`src/rtl/quint_timer_pkg.sv`:
```
`timescale 1ns/1ps
// quint_timer_pkg: constants and the decoded-command type shared by the
// timer's submodules. The command group codes fix the encoding that the host
// software relies on, so they are constants rather than parameters.
package quint_timer_pkg;

    localparam int NUM_CH  = 5;
    localparam int NUM_SRC = 5;

    localparam logic [3:0] SRC_CODE_FIRST  = 4'hB;
    localparam logic [7:0] MODE_ALT_TOGGLE = 8'h62;

    localparam logic [7:0] CMD_FULL_RESET = 8'hFF;
    localparam logic [7:0] CMD_PTR_MASTER = 8'h17;
    localparam logic [4:0] GRP_POINT      = 5'b00000;
    localparam logic [2:0] GRP_ARM        = 3'b001;
    localparam logic [2:0] GRP_LOAD       = 3'b010;
    localparam logic [4:0] GRP_DISARM     = 5'b11000;
    localparam logic [4:0] GRP_CLR        = 5'b11100;
    localparam logic [4:0] GRP_SET        = 5'b11101;

    typedef enum logic [1:0] {
        FLD_MODE = 2'd0,
        FLD_LOAD = 2'd1,
        FLD_HOLD = 2'd2
    } field_e;

    typedef struct packed {
        logic              full_rst;
        logic              ptr_master;
        logic              ptr_chan;
        logic [2:0]        ptr_idx;
        logic [NUM_CH-1:0] arm;
        logic [NUM_CH-1:0] load;
        logic [NUM_CH-1:0] disarm;
        logic [NUM_CH-1:0] clr_tc;
        logic [NUM_CH-1:0] set_tc;
    } cmd_t;

endpackage

```
`src/rtl/quint_cmd_decode.sv`:
```
`timescale 1ns/1ps
// quint_cmd_decode: turns one command byte into per-channel strobes.
// Purely combinational. Assumes cmd_byte is meaningful only while cmd_we is
// high. Bytes that match no group produce an all-zero result, which is a no-op.
module quint_cmd_decode
    import quint_timer_pkg::*;
(
    input  logic       cmd_we,
    input  logic [7:0] cmd_byte,
    output cmd_t       cmd
);

    logic              n_ok;
    logic [NUM_CH-1:0] chan_hot;

    // Decode the single-channel operand carried in the low three bits.
    always_comb begin
        n_ok     = (cmd_byte[2:0] >= 3'd1) && (cmd_byte[2:0] <= 3'(NUM_CH));
        chan_hot = '0;
        for (int i = 0; i < NUM_CH; i++) begin
            if (n_ok && (cmd_byte[2:0] == 3'(i + 1))) begin
                chan_hot[i] = 1'b1;
            end
        end
    end

    // Classify the byte into exactly one operation group.
    always_comb begin
        cmd = '0;
        if (cmd_we) begin
            if (cmd_byte == CMD_FULL_RESET) begin
                cmd.full_rst = 1'b1;
            end else if (cmd_byte == CMD_PTR_MASTER) begin
                cmd.ptr_master = 1'b1;
            end else if ((cmd_byte[7:3] == GRP_POINT) && n_ok) begin
                cmd.ptr_chan = 1'b1;
                cmd.ptr_idx  = cmd_byte[2:0];
            end else if (cmd_byte[7:5] == GRP_ARM) begin
                cmd.arm = cmd_byte[NUM_CH-1:0];
            end else if (cmd_byte[7:5] == GRP_LOAD) begin
                cmd.load = cmd_byte[NUM_CH-1:0];
            end else if (cmd_byte[7:3] == GRP_DISARM) begin
                cmd.disarm = chan_hot;
            end else if (cmd_byte[7:3] == GRP_CLR) begin
                cmd.clr_tc = chan_hot;
            end else if (cmd_byte[7:3] == GRP_SET) begin
                cmd.set_tc = chan_hot;
            end
        end
    end

endmodule

```
`src/rtl/quint_prescaler.sv`:
```
`timescale 1ns/1ps
// quint_prescaler: a chain of divide-by-RATIO stages. Tap 0 is base_tick
// itself; tap k ticks once per RATIO ticks of tap k-1, in the same clock cycle
// as the tick of tap k-1 that completes the count. Assumes RATIO >= 2.
// The restart input clears every stage so the taps realign.
module quint_prescaler #(
    parameter int RATIO  = 10,
    parameter int STAGES = 5
) (
    input  logic              clk,
    input  logic              rst_n,
    input  logic              restart,
    input  logic              base_tick,
    output logic [STAGES-1:0] src_tick
);

    localparam int DIV_W = (RATIO > 1) ? $clog2(RATIO) : 1;
    localparam logic [DIV_W-1:0] DIV_LAST = DIV_W'(RATIO - 1);

    for (genvar k = 0; k < STAGES; k++) begin : g_stage
        logic tick;
        if (k == 0) begin : g_base
            assign tick = base_tick;
        end else begin : g_div
            logic [DIV_W-1:0] div_q;
            logic             wrap;
            assign wrap = (div_q == DIV_LAST);
            // Count the previous tap's ticks and wrap after RATIO of them.
            always_ff @(posedge clk) begin
                if (!rst_n || restart) begin
                    div_q <= '0;
                end else if (g_stage[k-1].tick) begin
                    div_q <= wrap ? '0 : div_q + 1'b1;
                end
            end
            assign tick = g_stage[k-1].tick && wrap;
        end
        assign src_tick[k] = tick;
    end

endmodule

```
`src/rtl/quint_channel.sv`:
```
`timescale 1ns/1ps
// quint_channel: one counter channel with its mode, load and hold registers.
// When armed, with the alternating mode selected and a valid source, it counts
// down ticks. A tick on a count of 0 or 1 reloads from the register next in
// turn and inverts tc_q. Assumes CNT_W <= 16 and at most one command strobe
// per cycle.
module quint_channel
    import quint_timer_pkg::*;
#(
    parameter int CNT_W = 16
) (
    input  logic               clk,
    input  logic               rst_n,
    input  logic               clear,
    input  logic [NUM_SRC-1:0] src_tick,
    input  logic               wr_mode,
    input  logic               wr_load,
    input  logic               wr_hold,
    input  logic [15:0]        wdata,
    input  logic               arm,
    input  logic               disarm,
    input  logic               load_cnt,
    input  logic               clr_tc,
    input  logic               set_tc,
    output logic [15:0]        mode_q,
    output logic [CNT_W-1:0]   load_q,
    output logic [CNT_W-1:0]   hold_q,
    output logic               armed_q,
    output logic               tc_q
);

    localparam logic [CNT_W-1:0] CNT_ONE = CNT_W'(1);

    logic [CNT_W-1:0] count_q;
    logic             next_hold_q;
    logic [3:0]       src_code;
    logic [3:0]       src_off;
    logic             sel_tick;
    logic             count_en;
    logic             terminal;

    assign src_code = mode_q[11:8];
    assign src_off  = src_code - SRC_CODE_FIRST;

    // Pick the tick of the source named by the mode word, if it names one.
    always_comb begin
        sel_tick = 1'b0;
        if (src_code >= SRC_CODE_FIRST) begin
            for (int i = 0; i < NUM_SRC; i++) begin
                if (src_off == 4'(i)) begin
                    sel_tick = src_tick[i];
                end
            end
        end
    end

    assign count_en = armed_q && sel_tick && (mode_q[7:0] == MODE_ALT_TOGGLE);
    assign terminal = (count_q <= CNT_ONE);

    // Host-visible register file of this channel.
    always_ff @(posedge clk) begin
        if (!rst_n || clear) begin
            mode_q <= '0;
            load_q <= '0;
            hold_q <= '0;
        end else begin
            if (wr_mode) mode_q <= wdata;
            if (wr_load) load_q <= wdata[CNT_W-1:0];
            if (wr_hold) hold_q <= wdata[CNT_W-1:0];
        end
    end

    // Arm state: set by arm, cleared by disarm.
    always_ff @(posedge clk) begin
        if (!rst_n || clear) begin
            armed_q <= 1'b0;
        end else if (arm) begin
            armed_q <= 1'b1;
        end else if (disarm) begin
            armed_q <= 1'b0;
        end
    end

    // Down-counter with alternating reload source.
    always_ff @(posedge clk) begin
        if (!rst_n || clear) begin
            count_q     <= '0;
            next_hold_q <= 1'b0;
        end else if (load_cnt) begin
            count_q     <= load_q;
            next_hold_q <= 1'b1;
        end else if (count_en) begin
            if (terminal) begin
                count_q     <= next_hold_q ? hold_q : load_q;
                next_hold_q <= !next_hold_q;
            end else begin
                count_q <= count_q - CNT_ONE;
            end
        end
    end

    // Output level: inverted at each terminal tick; host set/clear take priority.
    always_ff @(posedge clk) begin
        if (!rst_n || clear) begin
            tc_q <= 1'b0;
        end else if (set_tc) begin
            tc_q <= 1'b1;
        end else if (clr_tc) begin
            tc_q <= 1'b0;
        end else if (count_en && terminal) begin
            tc_q <= !tc_q;
        end
    end

endmodule

```
`src/rtl/quint_timer.sv`:
```
`timescale 1ns/1ps
// quint_timer: five-channel pulse-train timer. Owns the data pointer and the
// master register; the channels, divider chain and command decoder are
// submodules. Assumes the host does not issue a command and a data access in
// the same cycle. If it does, the data access uses the old pointer and the
// command's pointer move wins.
module quint_timer
    import quint_timer_pkg::*;
#(
    parameter int          CNT_W       = 16,
    parameter int          SRC_RATIO   = 10,
    parameter logic [15:0] MASTER_INIT = 16'hA100
) (
    input  logic              clk,
    input  logic              rst_n,
    input  logic              base_tick,
    input  logic              cmd_we,
    input  logic [7:0]        cmd_byte,
    input  logic              data_we,
    input  logic              data_rd,
    input  logic [15:0]       data_in,
    output logic [15:0]       data_out,
    output logic [NUM_CH-1:0] tc_out
);

    localparam int PTR_W = $clog2(NUM_CH + 1);
    localparam logic [PTR_W-1:0] PTR_MASTER = '0;
    localparam logic [PTR_W-1:0] PTR_FIRST  = PTR_W'(1);
    localparam logic [PTR_W-1:0] PTR_LAST   = PTR_W'(NUM_CH);

    cmd_t               cmd;
    logic [NUM_SRC-1:0] src_tick;
    logic [PTR_W-1:0]   ptr_ch_q;
    field_e             ptr_fld_q;
    logic [15:0]        master_q;
    logic               access;
    logic [NUM_CH-1:0]  chan_armed;
    logic [15:0]        mode_arr [NUM_CH];
    logic [CNT_W-1:0]   load_arr [NUM_CH];
    logic [CNT_W-1:0]   hold_arr [NUM_CH];

    assign access = data_we || data_rd;

    quint_cmd_decode u_decode (
        .cmd_we   (cmd_we),
        .cmd_byte (cmd_byte),
        .cmd      (cmd)
    );

    quint_prescaler #(
        .RATIO  (SRC_RATIO),
        .STAGES (NUM_SRC)
    ) u_prescale (
        .clk       (clk),
        .rst_n     (rst_n),
        .restart   (cmd.full_rst),
        .base_tick (base_tick),
        .src_tick  (src_tick)
    );

    // Data pointer: set by commands, stepped by data-port accesses.
    always_ff @(posedge clk) begin
        if (!rst_n || cmd.full_rst) begin
            ptr_ch_q  <= PTR_FIRST;
            ptr_fld_q <= FLD_MODE;
        end else if (cmd.ptr_master) begin
            ptr_ch_q  <= PTR_MASTER;
            ptr_fld_q <= FLD_MODE;
        end else if (cmd.ptr_chan) begin
            ptr_ch_q  <= PTR_W'(cmd.ptr_idx);
            ptr_fld_q <= FLD_MODE;
        end else if (access && (ptr_ch_q != PTR_MASTER)) begin
            case (ptr_fld_q)
                FLD_MODE: ptr_fld_q <= FLD_LOAD;
                FLD_LOAD: ptr_fld_q <= FLD_HOLD;
                default: begin
                    ptr_fld_q <= FLD_MODE;
                    ptr_ch_q  <= (ptr_ch_q == PTR_LAST) ? PTR_FIRST : ptr_ch_q + 1'b1;
                end
            endcase
        end
    end

    // Master mode register: plain storage reached when the pointer is parked on it.
    always_ff @(posedge clk) begin
        if (!rst_n || cmd.full_rst) begin
            master_q <= MASTER_INIT;
        end else if (data_we && (ptr_ch_q == PTR_MASTER)) begin
            master_q <= data_in;
        end
    end

    for (genvar i = 0; i < NUM_CH; i++) begin : g_chan
        logic sel;
        assign sel = (ptr_ch_q == PTR_W'(i + 1));

        quint_channel #(
            .CNT_W (CNT_W)
        ) u_chan (
            .clk      (clk),
            .rst_n    (rst_n),
            .clear    (cmd.full_rst),
            .src_tick (src_tick),
            .wr_mode  (data_we && sel && (ptr_fld_q == FLD_MODE)),
            .wr_load  (data_we && sel && (ptr_fld_q == FLD_LOAD)),
            .wr_hold  (data_we && sel && (ptr_fld_q == FLD_HOLD)),
            .wdata    (data_in),
            .arm      (cmd.arm[i]),
            .disarm   (cmd.disarm[i]),
            .load_cnt (cmd.load[i]),
            .clr_tc   (cmd.clr_tc[i]),
            .set_tc   (cmd.set_tc[i]),
            .mode_q   (mode_arr[i]),
            .load_q   (load_arr[i]),
            .hold_q   (hold_arr[i]),
            .armed_q  (chan_armed[i]),
            .tc_q     (tc_out[i])
        );
    end

    // Read mux: the register under the pointer.
    always_comb begin
        data_out = '0;
        if (ptr_ch_q == PTR_MASTER) begin
            data_out = master_q;
        end else begin
            for (int i = 0; i < NUM_CH; i++) begin
                if (ptr_ch_q == PTR_W'(i + 1)) begin
                    case (ptr_fld_q)
                        FLD_MODE: data_out = mode_arr[i];
                        FLD_LOAD: data_out = 16'(load_arr[i]);
                        default:  data_out = 16'(hold_arr[i]);
                    endcase
                end
            end
        end
    end

endmodule

```
`config.mk`:
```
export PLATFORM = sky130hd
export DESIGN_NAME = quint_timer
export DESIGN_NICKNAME = d
export VERILOG_FILES = /design/src/rtl/quint_timer_pkg.sv /design/src/rtl/quint_cmd_decode.sv /design/src/rtl/quint_prescaler.sv /design/src/rtl/quint_channel.sv /design/src/rtl/quint_timer.sv
export SDC_FILE = /design/constraint.sdc
export NUM_CORES = 1
export LEC_CHECK = 0
export ABC_AREA = 1
export BUFFER_PORTS_ARGS = -buffer_cell sky130_fd_sc_hd__buf_4
export CAP_MARGIN = 20
export CORE_ASPECT_RATIO = 0.6
export CORE_MARGIN = 4
export CORE_UTILIZATION = 37
export CTS_BUF_LIST = sky130_fd_sc_hd__clkbuf_8
export DETAILED_ROUTE_END_ITERATION = 6
export PLACE_DENSITY = 0.6
export SYNTH_ARGS = -nofsm -noshare
export SYNTH_HDL_FRONTEND = slang
export SYNTH_HIERARCHICAL = 1
export SYNTH_SLANG_ARGS = --single-unit
```
`constraint.sdc`:
```
create_clock -name clk -period 3 [get_ports clk]
set_input_delay 0.3 -clock clk [delete_from_list [all_inputs] [get_ports clk]]
set_output_delay 0.3 -clock clk [all_outputs]
set_load 0.01 [all_outputs]
```
==> impl_metrics.ini <==
[outcome]
outcome = complete, no violations

[place]
placed_area_um2 = 22640
place_inst = 4164
dp_hpwl_um = 56270
globalplace.congestion = 0.9742
port_buffers = 50
dp_slack_ns = 0.2715

[yosys]
syn_inst = 3442
ys_warn_count = 6
syn-num-nets = 3483
yosysUniqueCellTypes = 37
syn_area_um2 = 21590
postSynth.asyncResetShare_pct = 0
synthFlopType = dfxtp_1
synth-seq-cells = 372
synth_top_area_share_pct = 34.50
synth_area_per_cell_um2 = 6.272
synth_largest_area_cell = dfxtp_1
synth.yosys.seq_area_share_pct = 34.50
synth_edf_count = 0
synthTopCellsByArea = dfxtp_1 34%, nand2_1 17%, a21oi_1 9.4%

[sta]
hold_ws_ns = 0.06008
setup_slack_ns = 0.07827
slew_headroom_pct = 45.76
finalHoldViolations = 0
clock.fmax_mhz = 342.3
fin_worst_skew_ns = 0.01640
min_period_ns = 2.922
worstMarginPinSlew_ns = 0.8126
drv_slew = 0
period_share_pct = 97.39
finalSetupViolCount = 0

[power]
powerDensity_nw_per_um2 = 498.1
ir_worst_vdd_v = 0.0003382
leakage_nw = 9.632

[grt]
grt_use_total_pct = 23.83
grt_max_degree = 65
grt_overflow = 0
grt_pass1_vias = 19860
antenna_found_initial = 5
grt_pass1_wl_um = 117900

[cells_and_area]
regArea_um2 = 7460
fillers = 6190
final_nets = 3500
multi_input_area_um2 = 12200
finalCoreUtilization_pct = 41.87
syn_to_final_growth_pct = 11.71
drive_above_1_share_pct = 12.10
layout.cells.non_filler = 4277
fin_area_um2 = 24120

[drt]
viasPerCell = 5.258
vias = 22490
wl_met2_um = 27430
ant_nets = 0
dr.pass1.iters = 6
dr_wl_met3_um = 9679
wl_um = 77100
drt-met1-wl_um = 38670
detail_route.iter0.violations = 2781
route.detailed.drc = 0
routedWlPerCell_um = 18.03
highest_layer = met4

[worst_setup_path]
r2r_setup_slack_ns = 0.21
reg2regPathDepth = 16
worstSetupPathType = flip-flop to primary output
worstPathCellList = buf_6, nand3_1, nand3_1, nand2_2, nand3_1, nand2_1, nand2_2, nand2_1, nand2_1, buf_4
cpPeakStageDelay_ns = 0.42
worstSetupEndpointType = primary output
rr_endpoint = g_chan[2].u_chan/count_q[2]
worst_path_max_delay_cell = dfxtp_1
startpoint_type = flip-flop
reg2reg_from = u_prescale/g_stage[1].g_div.div_q[1]
required_ns = 2.70
arrival_ns = 2.62
worstPathMaxFanout = 33

[worst_hold_path]
min_path_type = input pin to flip-flop
hold_path_end = ptr_fld_q[1]
min_from = data_rd
whs_path_depth = 4

[die]
die_height_um = 195.1
core_um2 = 57600
start_util_pct = 37.48
ios = 51
fp.dieW_um = 319.8
fp-row-count = 68
fp.dieArea_um2 = 62400

[clock_network]
clkTransAtPathRegs_ns = 0.07
clock_latency_ns = 0.65
cts_root_buffer = clkbuf_8
ctsLongestPathBuffers = 3
cts_tree = yes
cts_made_buffers = 59
clock_sinks = 372
htreeDepth = 2

[job]
drv_cap = 0
-- Yosys cell counts, drive strengths merged (25+ instances only) --
library cell  instances
a21oi               409
dfxtp               372
o21ai               292
nand2              1041
nand3               239
nor2                454
clkbuf               82
buf                  80
xnor2                25
a31oi                26
inv                 299
-- timing repair --
action	4_1_cts	5_1_grt
buffers inserted	0	3
setup endpoints to repair	14	14
pin swaps	0	3
hold buffers	1	0
cloned	0	0
resized for setup	12	24
hold endpoints to repair	1	0
-- worst max-delay path: cells and delay by family (launching register included) --
kind / cells / cell delay, ns
DFF: 1 / 0.42
buffers and inverters: 2 / 0.46
and+or+nand+nor: 8 / 1.09
-- metrics by stage --
| stage | power [mW] | setup TNS [ns] |
|---|---|---|
| after floorplan | 6.347 | 0 |
| after CTS | 11.94 | 0 |
| after detailed placement | 7.057 | 0 |
| after global placement | 7.059 | 0 |
| after global routing | 12.46 | -0.006203 |
| final | 12.01 | 0 |
-- metal layers --
metal  vias to the layer above  GRT usage (%)
met5                         -              0
met4                         0          4.775
met3                        99          7.645
met2                      1011          29.19
met1                     10260          38.83
li1                      11120              -
-- how the worst max path moves through the flow --
stage / slack [ns] / startpoint / cells after the start / endpoint
2_1_floorplan: 0.94 / ptr_ch_q[2] / 9 / g_chan[0].u_chan/load_q[11]
3_5_place_dp: 0.27 / base_tick / 16 / g_chan[2].u_chan/count_q[2]
5_1_grt: -0.006 / ptr_ch_q[0] / 14 / data_out[14]
6_report: 0.08 / ptr_fld_q[0] / 10 / data_out[13]
3_3_place_gp: 0.24 / base_tick / 16 / g_chan[2].u_chan/count_q[2]
4_1_cts: 0.02 / ptr_fld_q[0] / 12 / data_out[10]
-- cell usage in the layout (no fill, tap or decap), types with 11 or more instances in the layout --
| cell type | n |
|---|---|
| ha_1 | 11 |
| inv_2 | 28 |
| inv_1 | 279 |
| clkinv_1 | 24 |
| clkbuf_8 | 79 |
| clkinv_2 | 12 |
| a21oi_1 | 403 |
| nand3_1 | 228 |
| nor2_1 | 387 |
| nand4_1 | 14 |
| nor2_2 | 41 |
| nor2_4 | 24 |
| dfxtp_1 | 368 |
| nand2_1 | 962 |
| o21ai_0 | 190 |
| a31oi_1 | 26 |
| buf_4 | 110 |
| nor3_1 | 21 |
| o21ai_1 | 97 |
| xnor2_1 | 25 |
| nand2_2 | 70 |
| mux2i_1 | 15 |
| xor2_1 | 22 |
-- power by group --
| group | internal (mW) | leakage (nW) | total (mW) | switching (mW) |
|---|---|---|---|---|
| Sequential | 5.04 | 3.01 | 5.14 | 0.0961 |
| Combinational | 0.553 | 5.91 | 1.94 | 1.39 |
| Clock | 2.69 | 0.720 | 4.93 | 2.24 |
| Total | 8.29 | 9.63 | 12.0 | 3.73 |
-- area by class of cell --
cell class / instances / area share [%]
multi-input cells: 2585 / 50.59
flip-flops and latches: 372 / 30.93
repair buffers: 118 / 3.938
clock buffers: 79 / 4.509
inverters: 323 / 5.038
well taps: 770 / 3.995
clock inverters: 28 / 0.9806
diodes: 2 / 0.02075
-- state kept, by name, summed over array words and instances, names as in the netlist --
name / count
ptr_fld_q: 2
g_chan.u_chan/load_q: 80
master_q: 16
g_chan.u_chan/armed_q: 5
g_chan.u_chan/tc_q: 5
g_chan.u_chan/count_q: 80
ptr_ch_q: 3
g_chan.u_chan/mode_q: 80
g_chan.u_chan/next_hold_q: 5
g_chan.u_chan/hold_q: 80
u_prescale/g_stage.g_div.div_q: 16
-- kinds of logic after synthesis --
family          count (synthesis)  share of synthesized area, %
compound gates                735                         17.63
xor+xnor                       47                         1.907
fa+ha+maj                      11                        0.6376
buf+inv                       485                         9.332
flops                         372                         34.50
mux                            15                        0.6955
simple gates                 1777                         35.30
Note: power is estimated with default switching activity, not from simulation.
